**config.mk**
```make
export PLATFORM = sky130hd
export DESIGN_NAME = sysreg_loader
export DESIGN_NICKNAME = d
export VERILOG_FILES = /design/src/rtl/sysreg_pkg.sv /design/src/rtl/sysreg_selcheck.sv /design/src/rtl/sysreg_decode.sv /design/src/rtl/sysreg_cache.sv /design/src/rtl/sysreg_loader.sv
export SDC_FILE = /design/constraint.sdc
export NUM_CORES = 1
export LEC_CHECK = 0
export BUFFER_PORTS_ARGS = -buffer_cell sky130_fd_sc_hd__buf_2
export CORE_MARGIN = 5
export CORE_UTILIZATION = 30
export DETAILED_ROUTE_END_ITERATION = 10
export PLACE_DENSITY = 0.6
export SYNTH_ARGS = -nofsm -noshare
export SYNTH_HDL_FRONTEND = slang
export SYNTH_SLANG_ARGS = --single-unit
```
**constraint.sdc**
```tcl
create_clock -name clk -period 7.57 [get_ports clk]
set_input_delay 1.514 -clock clk [delete_from_list [all_inputs] [get_ports clk]]
set_output_delay 1.514 -clock clk [all_outputs]
set_load 0.01 [all_outputs]
```
**src/rtl/sysreg_pkg.sv**
```systemverilog
package sysreg_pkg;
  localparam int SEL_W   = 16;
  localparam int WORD_W  = 32;
  localparam int BASE_W  = 64;
  localparam int LIM_W   = 32;
  localparam int TYPE_W  = 4;
  localparam int NUM_REG = 2;

  localparam int BUSY_BIT    = 9;
  localparam int SYS_BIT     = 12;
  localparam int PRESENT_BIT = 15;
  localparam int GRAN_BIT    = 23;

  localparam logic [TYPE_W-1:0] TY_LDT   = 4'h2;
  localparam logic [TYPE_W-1:0] TY_TSS16 = 4'h1;
  localparam logic [TYPE_W-1:0] TY_TSS32 = 4'h9;

  typedef enum logic [1:0] {
    FLT_NONE = 2'd0,
    FLT_GP   = 2'd1,
    FLT_NP   = 2'd2
  } fault_e;

  typedef enum logic [2:0] {
    ST_IDLE,
    ST_RD_LO,
    ST_RD_HI,
    ST_RD_EXT,
    ST_CHECK,
    ST_WR_BUSY
  } ld_state_e;
endpackage

```
**src/rtl/sysreg_selcheck.sv**
```systemverilog
module sysreg_selcheck
  import sysreg_pkg::*;
#(
  parameter int CPL_W = 2
) (
  input  logic [SEL_W-1:0] sel,
  input  logic [CPL_W-1:0] cpl,
  input  logic             is_tr,
  output logic             fault_hit,
  output logic [SEL_W-1:0] fault_err,
  output logic             null_ok
);
  logic unused_rpl;
  assign unused_rpl = ^sel[1:0];

  always_comb begin
    fault_hit = 1'b0;
    fault_err = '0;
    null_ok   = 1'b0;
    if (cpl != '0) begin
      fault_hit = 1'b1;
    end else if (sel[SEL_W-1:2] == '0) begin
      if (is_tr) fault_hit = 1'b1;
      else       null_ok   = 1'b1;
    end else if (sel[2]) begin
      fault_hit = 1'b1;
      fault_err = {sel[SEL_W-1:2], 2'b00};
    end
  end
endmodule

```
**src/rtl/sysreg_decode.sv**
```systemverilog
module sysreg_decode
  import sysreg_pkg::*;
(
  input  logic [WORD_W-1:0] w_lo,
  input  logic [WORD_W-1:0] w_hi,
  input  logic [WORD_W-1:0] w_ext,
  input  logic              is_tr,
  output logic              type_ok,
  output logic              present,
  output logic [BASE_W-1:0] base,
  output logic [LIM_W-1:0]  limit,
  output logic [TYPE_W-1:0] desc_type,
  output logic [WORD_W-1:0] busy_word
);
  logic [19:0] lim20;
  logic        is_sys;

  always_comb begin
    desc_type = w_hi[11:8];
    is_sys    = !w_hi[SYS_BIT];
    if (is_tr) type_ok = is_sys && (desc_type == TY_TSS16 || desc_type == TY_TSS32);
    else       type_ok = is_sys && (desc_type == TY_LDT);
    present   = w_hi[PRESENT_BIT];
    base      = {w_ext, w_hi[31:24], w_hi[7:0], w_lo[31:16]};
    lim20     = {w_hi[19:16], w_lo[15:0]};
    limit     = w_hi[GRAN_BIT] ? {lim20, 12'hFFF} : {12'h000, lim20};
    busy_word = w_hi | (WORD_W'(1) << BUSY_BIT);
  end
endmodule

```
**src/rtl/sysreg_cache.sv**
```systemverilog
module sysreg_cache
  import sysreg_pkg::*;
(
  input  logic              clk,
  input  logic              rst,
  input  logic              wr_full,
  input  logic              wr_null,
  input  logic [SEL_W-1:0]  sel_in,
  input  logic [BASE_W-1:0] base_in,
  input  logic [LIM_W-1:0]  limit_in,
  input  logic [TYPE_W-1:0] type_in,
  output logic [SEL_W-1:0]  sel_o,
  output logic [BASE_W-1:0] base_o,
  output logic [LIM_W-1:0]  limit_o,
  output logic [TYPE_W-1:0] type_o,
  output logic              valid_o
);
  always_ff @(posedge clk) begin
    if (rst) begin
      sel_o   <= '0;
      base_o  <= '0;
      limit_o <= '0;
      type_o  <= '0;
      valid_o <= 1'b0;
    end else if (wr_full) begin
      sel_o   <= sel_in;
      base_o  <= base_in;
      limit_o <= limit_in;
      type_o  <= type_in;
      valid_o <= 1'b1;
    end else if (wr_null) begin
      sel_o   <= sel_in;
      valid_o <= 1'b0;
    end
  end
endmodule

```
**src/rtl/sysreg_loader.sv**
```systemverilog
module sysreg_loader
  import sysreg_pkg::*;
#(
  parameter int ADDR_W = 64,
  parameter int CPL_W  = 2
) (
  input  logic              clk,
  input  logic              rst,
  input  logic              start,
  input  logic              load_tr,
  input  logic [SEL_W-1:0]  selector,
  input  logic [CPL_W-1:0]  cpl,
  input  logic              long_mode,
  input  logic [ADDR_W-1:0] table_base,
  output logic              mem_req,
  output logic              mem_we,
  output logic [ADDR_W-1:0] mem_addr,
  output logic [WORD_W-1:0] mem_wdata,
  input  logic              mem_ack,
  input  logic [WORD_W-1:0] mem_rdata,
  output logic              busy,
  output logic              done,
  output logic [1:0]        fault,
  output logic [SEL_W-1:0]  fault_err,
  output logic [SEL_W-1:0]  ldt_sel,
  output logic [BASE_W-1:0] ldt_base,
  output logic [LIM_W-1:0]  ldt_limit,
  output logic [TYPE_W-1:0] ldt_type,
  output logic              ldt_valid,
  output logic [SEL_W-1:0]  tr_sel,
  output logic [BASE_W-1:0] tr_base,
  output logic [LIM_W-1:0]  tr_limit,
  output logic [TYPE_W-1:0] tr_type,
  output logic              tr_valid
);
  localparam logic [ADDR_W-1:0] OFS_HI  = ADDR_W'(4);
  localparam logic [ADDR_W-1:0] OFS_EXT = ADDR_W'(8);
  localparam int               IDX_LSB = 3;

  ld_state_e         st;
  logic              kind_q;
  logic              lm_q;
  logic [SEL_W-1:0]  sel_q;
  logic [ADDR_W-1:0] entry_q;
  logic [ADDR_W-1:0] addr_q;
  logic [WORD_W-1:0] wdata_q;
  logic [WORD_W-1:0] w0_q, w1_q, w2_q;
  logic              done_q;
  fault_e            fault_q;
  logic [SEL_W-1:0]  err_q;

  // selector screening
  logic             pre_hit, null_ok;
  logic [SEL_W-1:0] pre_err;
  sysreg_selcheck #(.CPL_W(CPL_W)) u_selchk (
    .sel(selector), .cpl(cpl), .is_tr(load_tr),
    .fault_hit(pre_hit), .fault_err(pre_err), .null_ok(null_ok)
  );

  // descriptor decode
  logic              type_ok, present;
  logic [BASE_W-1:0] d_base;
  logic [LIM_W-1:0]  d_limit;
  logic [TYPE_W-1:0] d_type;
  logic [WORD_W-1:0] busy_word;
  sysreg_decode u_dec (
    .w_lo(w0_q), .w_hi(w1_q), .w_ext(w2_q), .is_tr(kind_q),
    .type_ok(type_ok), .present(present), .base(d_base), .limit(d_limit),
    .desc_type(d_type), .busy_word(busy_word)
  );

  logic [ADDR_W-1:0] entry_a;
  logic [SEL_W-1:0]  masked_sel;
  assign entry_a    = table_base + {{(ADDR_W-SEL_W){1'b0}}, selector[SEL_W-1:IDX_LSB], 3'b000};
  assign masked_sel = {sel_q[SEL_W-1:2], 2'b00};

  always_ff @(posedge clk) begin
    if (rst) begin
      st      <= ST_IDLE;
      kind_q  <= 1'b0;
      lm_q    <= 1'b0;
      sel_q   <= '0;
      entry_q <= '0;
      addr_q  <= '0;
      wdata_q <= '0;
      w0_q    <= '0;
      w1_q    <= '0;
      w2_q    <= '0;
      done_q  <= 1'b0;
      fault_q <= FLT_NONE;
      err_q   <= '0;
    end else begin
      done_q <= 1'b0;
      case (st)
        ST_IDLE: if (start) begin
          sel_q  <= selector;
          kind_q <= load_tr;
          lm_q   <= long_mode;
          if (pre_hit) begin
            done_q  <= 1'b1;
            fault_q <= FLT_GP;
            err_q   <= pre_err;
          end else if (null_ok) begin
            done_q  <= 1'b1;
            fault_q <= FLT_NONE;
            err_q   <= '0;
          end else begin
            entry_q <= entry_a;
            addr_q  <= entry_a;
            st      <= ST_RD_LO;
          end
        end
        ST_RD_LO: if (mem_ack) begin
          w0_q   <= mem_rdata;
          addr_q <= entry_q + OFS_HI;
          st     <= ST_RD_HI;
        end
        ST_RD_HI: if (mem_ack) begin
          w1_q <= mem_rdata;
          if (lm_q) begin
            addr_q <= entry_q + OFS_EXT;
            st     <= ST_RD_EXT;
          end else begin
            w2_q <= '0;
            st   <= ST_CHECK;
          end
        end
        ST_RD_EXT: if (mem_ack) begin
          w2_q <= mem_rdata;
          st   <= ST_CHECK;
        end
        ST_CHECK: begin
          if (!type_ok) begin
            done_q  <= 1'b1;
            fault_q <= FLT_GP;
            err_q   <= masked_sel;
            st      <= ST_IDLE;
          end else if (!present) begin
            done_q  <= 1'b1;
            fault_q <= FLT_NP;
            err_q   <= masked_sel;
            st      <= ST_IDLE;
          end else if (kind_q) begin
            addr_q  <= entry_q + OFS_HI;
            wdata_q <= busy_word;
            st      <= ST_WR_BUSY;
          end else begin
            done_q  <= 1'b1;
            fault_q <= FLT_NONE;
            err_q   <= '0;
            st      <= ST_IDLE;
          end
        end
        ST_WR_BUSY: if (mem_ack) begin
          done_q  <= 1'b1;
          fault_q <= FLT_NONE;
          err_q   <= '0;
          st      <= ST_IDLE;
        end
        default: st <= ST_IDLE;
      endcase
    end
  end

  assign mem_req   = (st == ST_RD_LO) || (st == ST_RD_HI) || (st == ST_RD_EXT) || (st == ST_WR_BUSY);
  assign mem_we    = (st == ST_WR_BUSY);
  assign mem_addr  = addr_q;
  assign mem_wdata = wdata_q;
  assign busy      = (st != ST_IDLE);
  assign done      = done_q;
  assign fault     = fault_q;
  assign fault_err = err_q;

  // register bank: index 0 local table, index 1 task register
  logic [NUM_REG-1:0] commit_v, null_v;
  logic [SEL_W-1:0]   cache_sel;
  assign commit_v[0] = (st == ST_CHECK) && type_ok && present && !kind_q;
  assign commit_v[1] = (st == ST_WR_BUSY) && mem_ack;
  assign null_v[0]   = (st == ST_IDLE) && start && null_ok;
  assign null_v[1]   = 1'b0;
  assign cache_sel   = (st == ST_IDLE) ? selector : sel_q;

  logic [SEL_W-1:0]  r_sel   [NUM_REG];
  logic [BASE_W-1:0] r_base  [NUM_REG];
  logic [LIM_W-1:0]  r_limit [NUM_REG];
  logic [TYPE_W-1:0] r_type  [NUM_REG];
  logic              r_valid [NUM_REG];

  for (genvar g = 0; g < NUM_REG; g++) begin : g_reg
    sysreg_cache u_cache (
      .clk(clk), .rst(rst), .wr_full(commit_v[g]), .wr_null(null_v[g]),
      .sel_in(cache_sel), .base_in(d_base), .limit_in(d_limit), .type_in(d_type),
      .sel_o(r_sel[g]), .base_o(r_base[g]), .limit_o(r_limit[g]),
      .type_o(r_type[g]), .valid_o(r_valid[g])
    );
  end

  assign ldt_sel   = r_sel[0];
  assign ldt_base  = r_base[0];
  assign ldt_limit = r_limit[0];
  assign ldt_type  = r_type[0];
  assign ldt_valid = r_valid[0];
  assign tr_sel    = r_sel[1];
  assign tr_base   = r_base[1];
  assign tr_limit  = r_limit[1];
  assign tr_type   = r_type[1];
  assign tr_valid  = r_valid[1];
endmodule

```
==> metrics.json <==
{
  "post-cts-setup-buffer-count": 0,
  "synth_cell_types": 83,
  "layoutNonFillerInstCount": 4442,
  "drt_iter0_drc": 2214,
  "tritoncts": "done",
  "critPathKind": "flop to output port",
  "drt_drc_violations_left": 0,
  "die_y_um": 290,
  "timing.hold.ws_ps": 448,
  "met2_usage_pct": 36.0,
  "crit_fanout": 13,
  "synth_async_sr_flop_share_pct": 0,
  "route.detailed.wl_per_inst_um": 22.1,
  "cts_inserted_buffers": 60,
  "place.detailed.instances": 4329,
  "worstPathRequired_ps": 6060,
  "final_hold_viol_count": 0,
  "total_leakage_power_nw": 10.9,
  "max_freq_mhz": 245,
  "pin_count": 472,
  "worstSetupEndpoint": "mem_we",
  "overflow": 0,
  "critical_path.reg2reg.endpoint": "mem_addr[24]$_SDFFE_PP0P_",
  "ys_dominant_reg_cell": "sky130_fd_sc_hd__dfxtp_1",
  "setup_viol": 0,
  "gr-max-usage-layer": "met2",
  "antenna_violations_before_repair": 4,
  "max_slew_margin_pct": 19.7,
  "cp_num_buf_inv": 1,
  "irDropWorstVdd_mv": 0.207,
  "chipWidth_um": 290,
  "fillers": 8232,
  "yosysSeqAreaShare_pct": 44.9,
  "clkLatencyLatePin_ps": 660,
  "synth-edff-count": 0,
  "report.final.slew_viol_count": 0,
  "setup_total_negative_slack_ps": 0,
  "clock_sinks": 527,
  "clkSlewWorstSetupHoldPaths_ps": 60,
  "power.density_cell_area_nw_per_um2": 269,
  "placeableCoreArea_um2": 77600,
  "design.final.nets": 3487,
  "hold_class": "flop to flop",
  "met1_global_route_usage_pct": 28.1,
  "routed_via_density": 5.37,
  "tightest_slew_ps": 1200,
  "worst_setup_path_start_kind": "flop",
  "groute.layer.met3.usage_pct": 5.87,
  "power.total_mw": 7.74,
  "ant_nets": 0,
  "timing.rr.start": "st[0]$_SDFFE_PP0P_",
  "path_cells": "nor2b_1 -> and2_1 -> buf_2",
  "r2r.worst_path.cells": 7,
  "detail_route.wirelength_um": 98300,
  "critical_path.slowest_cell": "sky130_fd_sc_hd__nor2b_1",
  "vias_in_the_first_global_route": 22600,
  "postSynthRegisterBits": 527,
  "design.die.area_um2": 84000,
  "cts-resized-gates": 0,
  "core.rowCount": 102,
  "placement.cell_area_um2": 26600,
  "min_period_over_period_pct": 53.9,
  "half_perimeter_wire_length_after_detailed_placement_um": 69500,
  "worst_setup_path_startpoint": "st[2]$_SDFFE_PP0P_",
  "endpoint_kind": "output port",
  "grt_first_pass_wirelength_um": 147000,
  "globalplace.congestion": 0.976,
  "drt_pre_antenna_iters": 6,
  "layout.area.seq_um2": 10600,
  "postCtsHoldBufs": 0,
  "status": "finished, final reports clean",
  "num_vias": 23900,
  "initial_utilization_pct": 30.3,
  "multi_input_comb_area_um2": 12000,
  "cp_delay_by_family_top": "simple AND/OR/NAND/NOR gates",
  "postLayoutCellArea_um2": 28800,
  "fraction_of_final_layout_cells_sized_beyond_drive_strength_1_pct": 19.4,
  "synth_area_um2": 23500,
  "clockRootBuffer": "sky130_fd_sc_hd__clkbuf_16",
  "port-buffer-count": 469,
  "grtUsageTotal_pct": 22.0,
  "ctsHtreeMaxLevel": 2,
  "timing.clock.skew_ps": 47.1,
  "rsz0062_at_grt": "no",
  "rrSetupSlack_ps": 3690,
  "syn_to_final_growth_pct": 22.4,
  "cts_max_path_buffers": 3,
  "syn_avg_cell_area_um2": 7.80,
  "layout_min_cycle_time_ps": 4080,
  "synth.yosys.warnings": 0,
  "cp_num_cells": 3,
  "largest_net_degree_at_the_start_of_global_routing": 171,
  "critical_path_arrival_ps": 2560,
  "max-cap-violations": 0,
  "cp_slowest_stage_delay_ps": 820,
  "synth_cells": 3014
}
## power breakdown
| part | total (mW) | switching (mW) | leakage, nW | internal (mW) |
|---|---|---|---|---|
| clock | 3.13 | 1.29 | 1.04 | 1.85 |
| sequential | 3.14 | 0.188 | 4.26 | 2.96 |
| combinational | 1.46 | 1.00 | 5.58 | 0.456 |
## routing by layer
layer  part of all wire [%]  vias up
met4                    3.8        4
met1                     40    11200
met3                    9.4      224
met2                     46     1154
li1                       -    11300
met5                  0.025        -
## how the worst min path moves through the flow
| stage | startpoint | to | slack [ps] | cells after the start |
|---|---|---|---|---|
| global placement | g_reg[0].u_cache.base_o[57]$_SDFFE_PP0P_ | g_reg[0].u_cache.base_o[57]$_SDFFE_PP0P_ | 440 | 2 |
| detailed placement | g_reg[0].u_cache.limit_o[25]$_SDFFE_PP0P_ | g_reg[0].u_cache.limit_o[25]$_SDFFE_PP0P_ | 440 | 2 |
| CTS | g_reg[0].u_cache.limit_o[27]$_SDFFE_PP0P_ | g_reg[0].u_cache.limit_o[27]$_SDFFE_PP0P_ | 450 | 2 |
| floorplan | w1_q[13]$_SDFFE_PP0P_ | mem_wdata[13]$_SDFFE_PP0P_ | 430 | 2 |
| global route | g_reg[0].u_cache.limit_o[25]$_SDFFE_PP0P_ | g_reg[0].u_cache.limit_o[25]$_SDFFE_PP0P_ | 460 | 2 |
| finish | g_reg[0].u_cache.limit_o[25]$_SDFFE_PP0P_ | g_reg[0].u_cache.limit_o[25]$_SDFFE_PP0P_ | 450 | 2 |
## layout by cell type, fill, tap and decap left out, drive strengths merged, types with 30 or more instances in the layout
| cell type | netlist | final |
|---|---|---|
| xnor2 | 37 | 37 |
| nand4 | 61 | 61 |
| xor2 | 51 | 51 |
| buf | 50 | 509 |
| mux2i | 30 | 30 |
| nand3 | 77 | 77 |
| a21oi | 356 | 356 |
| a211oi | 128 | 128 |
| nor3 | 111 | 111 |
| nand2 | 654 | 654 |
| o21ai | 74 | 74 |
| nor2 | 314 | 314 |
| dfxtp | 527 | 527 |
| clkbuf | 185 | 82 |
| a22oi | 54 | 54 |
## logic make-up after synthesis
| logic type | share of synthesized area (%) |
|---|---|
| AND/OR/NAND/NOR | 25.2 |
| AO/OA/AOI/OAI | 20.0 |
| flip-flops | 44.9 |
| buffers and inverters | 4.50 |
| XOR/XNOR | 3.28 |
| multiplexers | 1.28 |
| adder cells (fa/ha/maj) | 0.884 |
| other | 0.0160 |
## through the flow
step | setup slack [ps] | util (%)
2_1_floorplan | 3580 | -
3_3_place_gp | 3010 | 34.3
3_5_place_dp | 2950 | 34.3
4_1_cts | 3370 | 37.1
5_1_grt | 3370 | 37.1
6_report | 3490 | 37.1
## state kept, by name, summed over array words and instances, names as in the netlist, 16 cells and up
name and flops:
mem_wdata 31, w1_q 32, w2_q 32, w0_q 32, g.u_cache.sel_o 32, mem_addr 64, g.u_cache.base_o 128, sel_q 16
entry_q 64, g.u_cache.limit_o 64
## worst reg2reg max path, stage by stage (launching register included)
cell                       delay, ps
sky130_fd_sc_hd__dfxtp_1         750
sky130_fd_sc_hd__or3b_2          750
sky130_fd_sc_hd__o21a_2          760
sky130_fd_sc_hd__buf_4           540
sky130_fd_sc_hd__o21ai_0         170
sky130_fd_sc_hd__a221oi_1        370
sky130_fd_sc_hd__o21ai_0         210
sky130_fd_sc_hd__o211a_1         190
## area by class of cell
cell class | instances | area share (%)
diodes | 3 | 0.0261
well taps | 1040 | 4.52
flip-flops and latches | 527 | 36.7
repair buffers | 509 | 9.32
clock inverters | 28 | 1.42
inverters | 21 | 0.274
multi-input cells | 2232 | 41.8
clock buffers | 82 | 5.99
## Yosys cell counts (51+ instances only)
| cell | n | area share, % |
|---|---|---|
| sky130_fd_sc_hd__a211oi_1 | 127 | 4.1 |
| sky130_fd_sc_hd__a21oi_1 | 356 | 7.6 |
| sky130_fd_sc_hd__a22oi_1 | 53 | 1.7 |
| sky130_fd_sc_hd__clkbuf_1 | 182 | 2.9 |
| sky130_fd_sc_hd__dfxtp_1 | 527 | 45 |
| sky130_fd_sc_hd__nand2_1 | 654 | 10 |
| sky130_fd_sc_hd__nand3_1 | 77 | 1.6 |
| sky130_fd_sc_hd__nand4_1 | 60 | 1.6 |
| sky130_fd_sc_hd__nor2_1 | 313 | 5.0 |
| sky130_fd_sc_hd__nor3_1 | 106 | 2.3 |
| sky130_fd_sc_hd__o21ai_0 | 72 | 1.5 |
| sky130_fd_sc_hd__xor2_1 | 51 | 1.9 |
No activity file was read; power rests on OpenSTA's default activity.
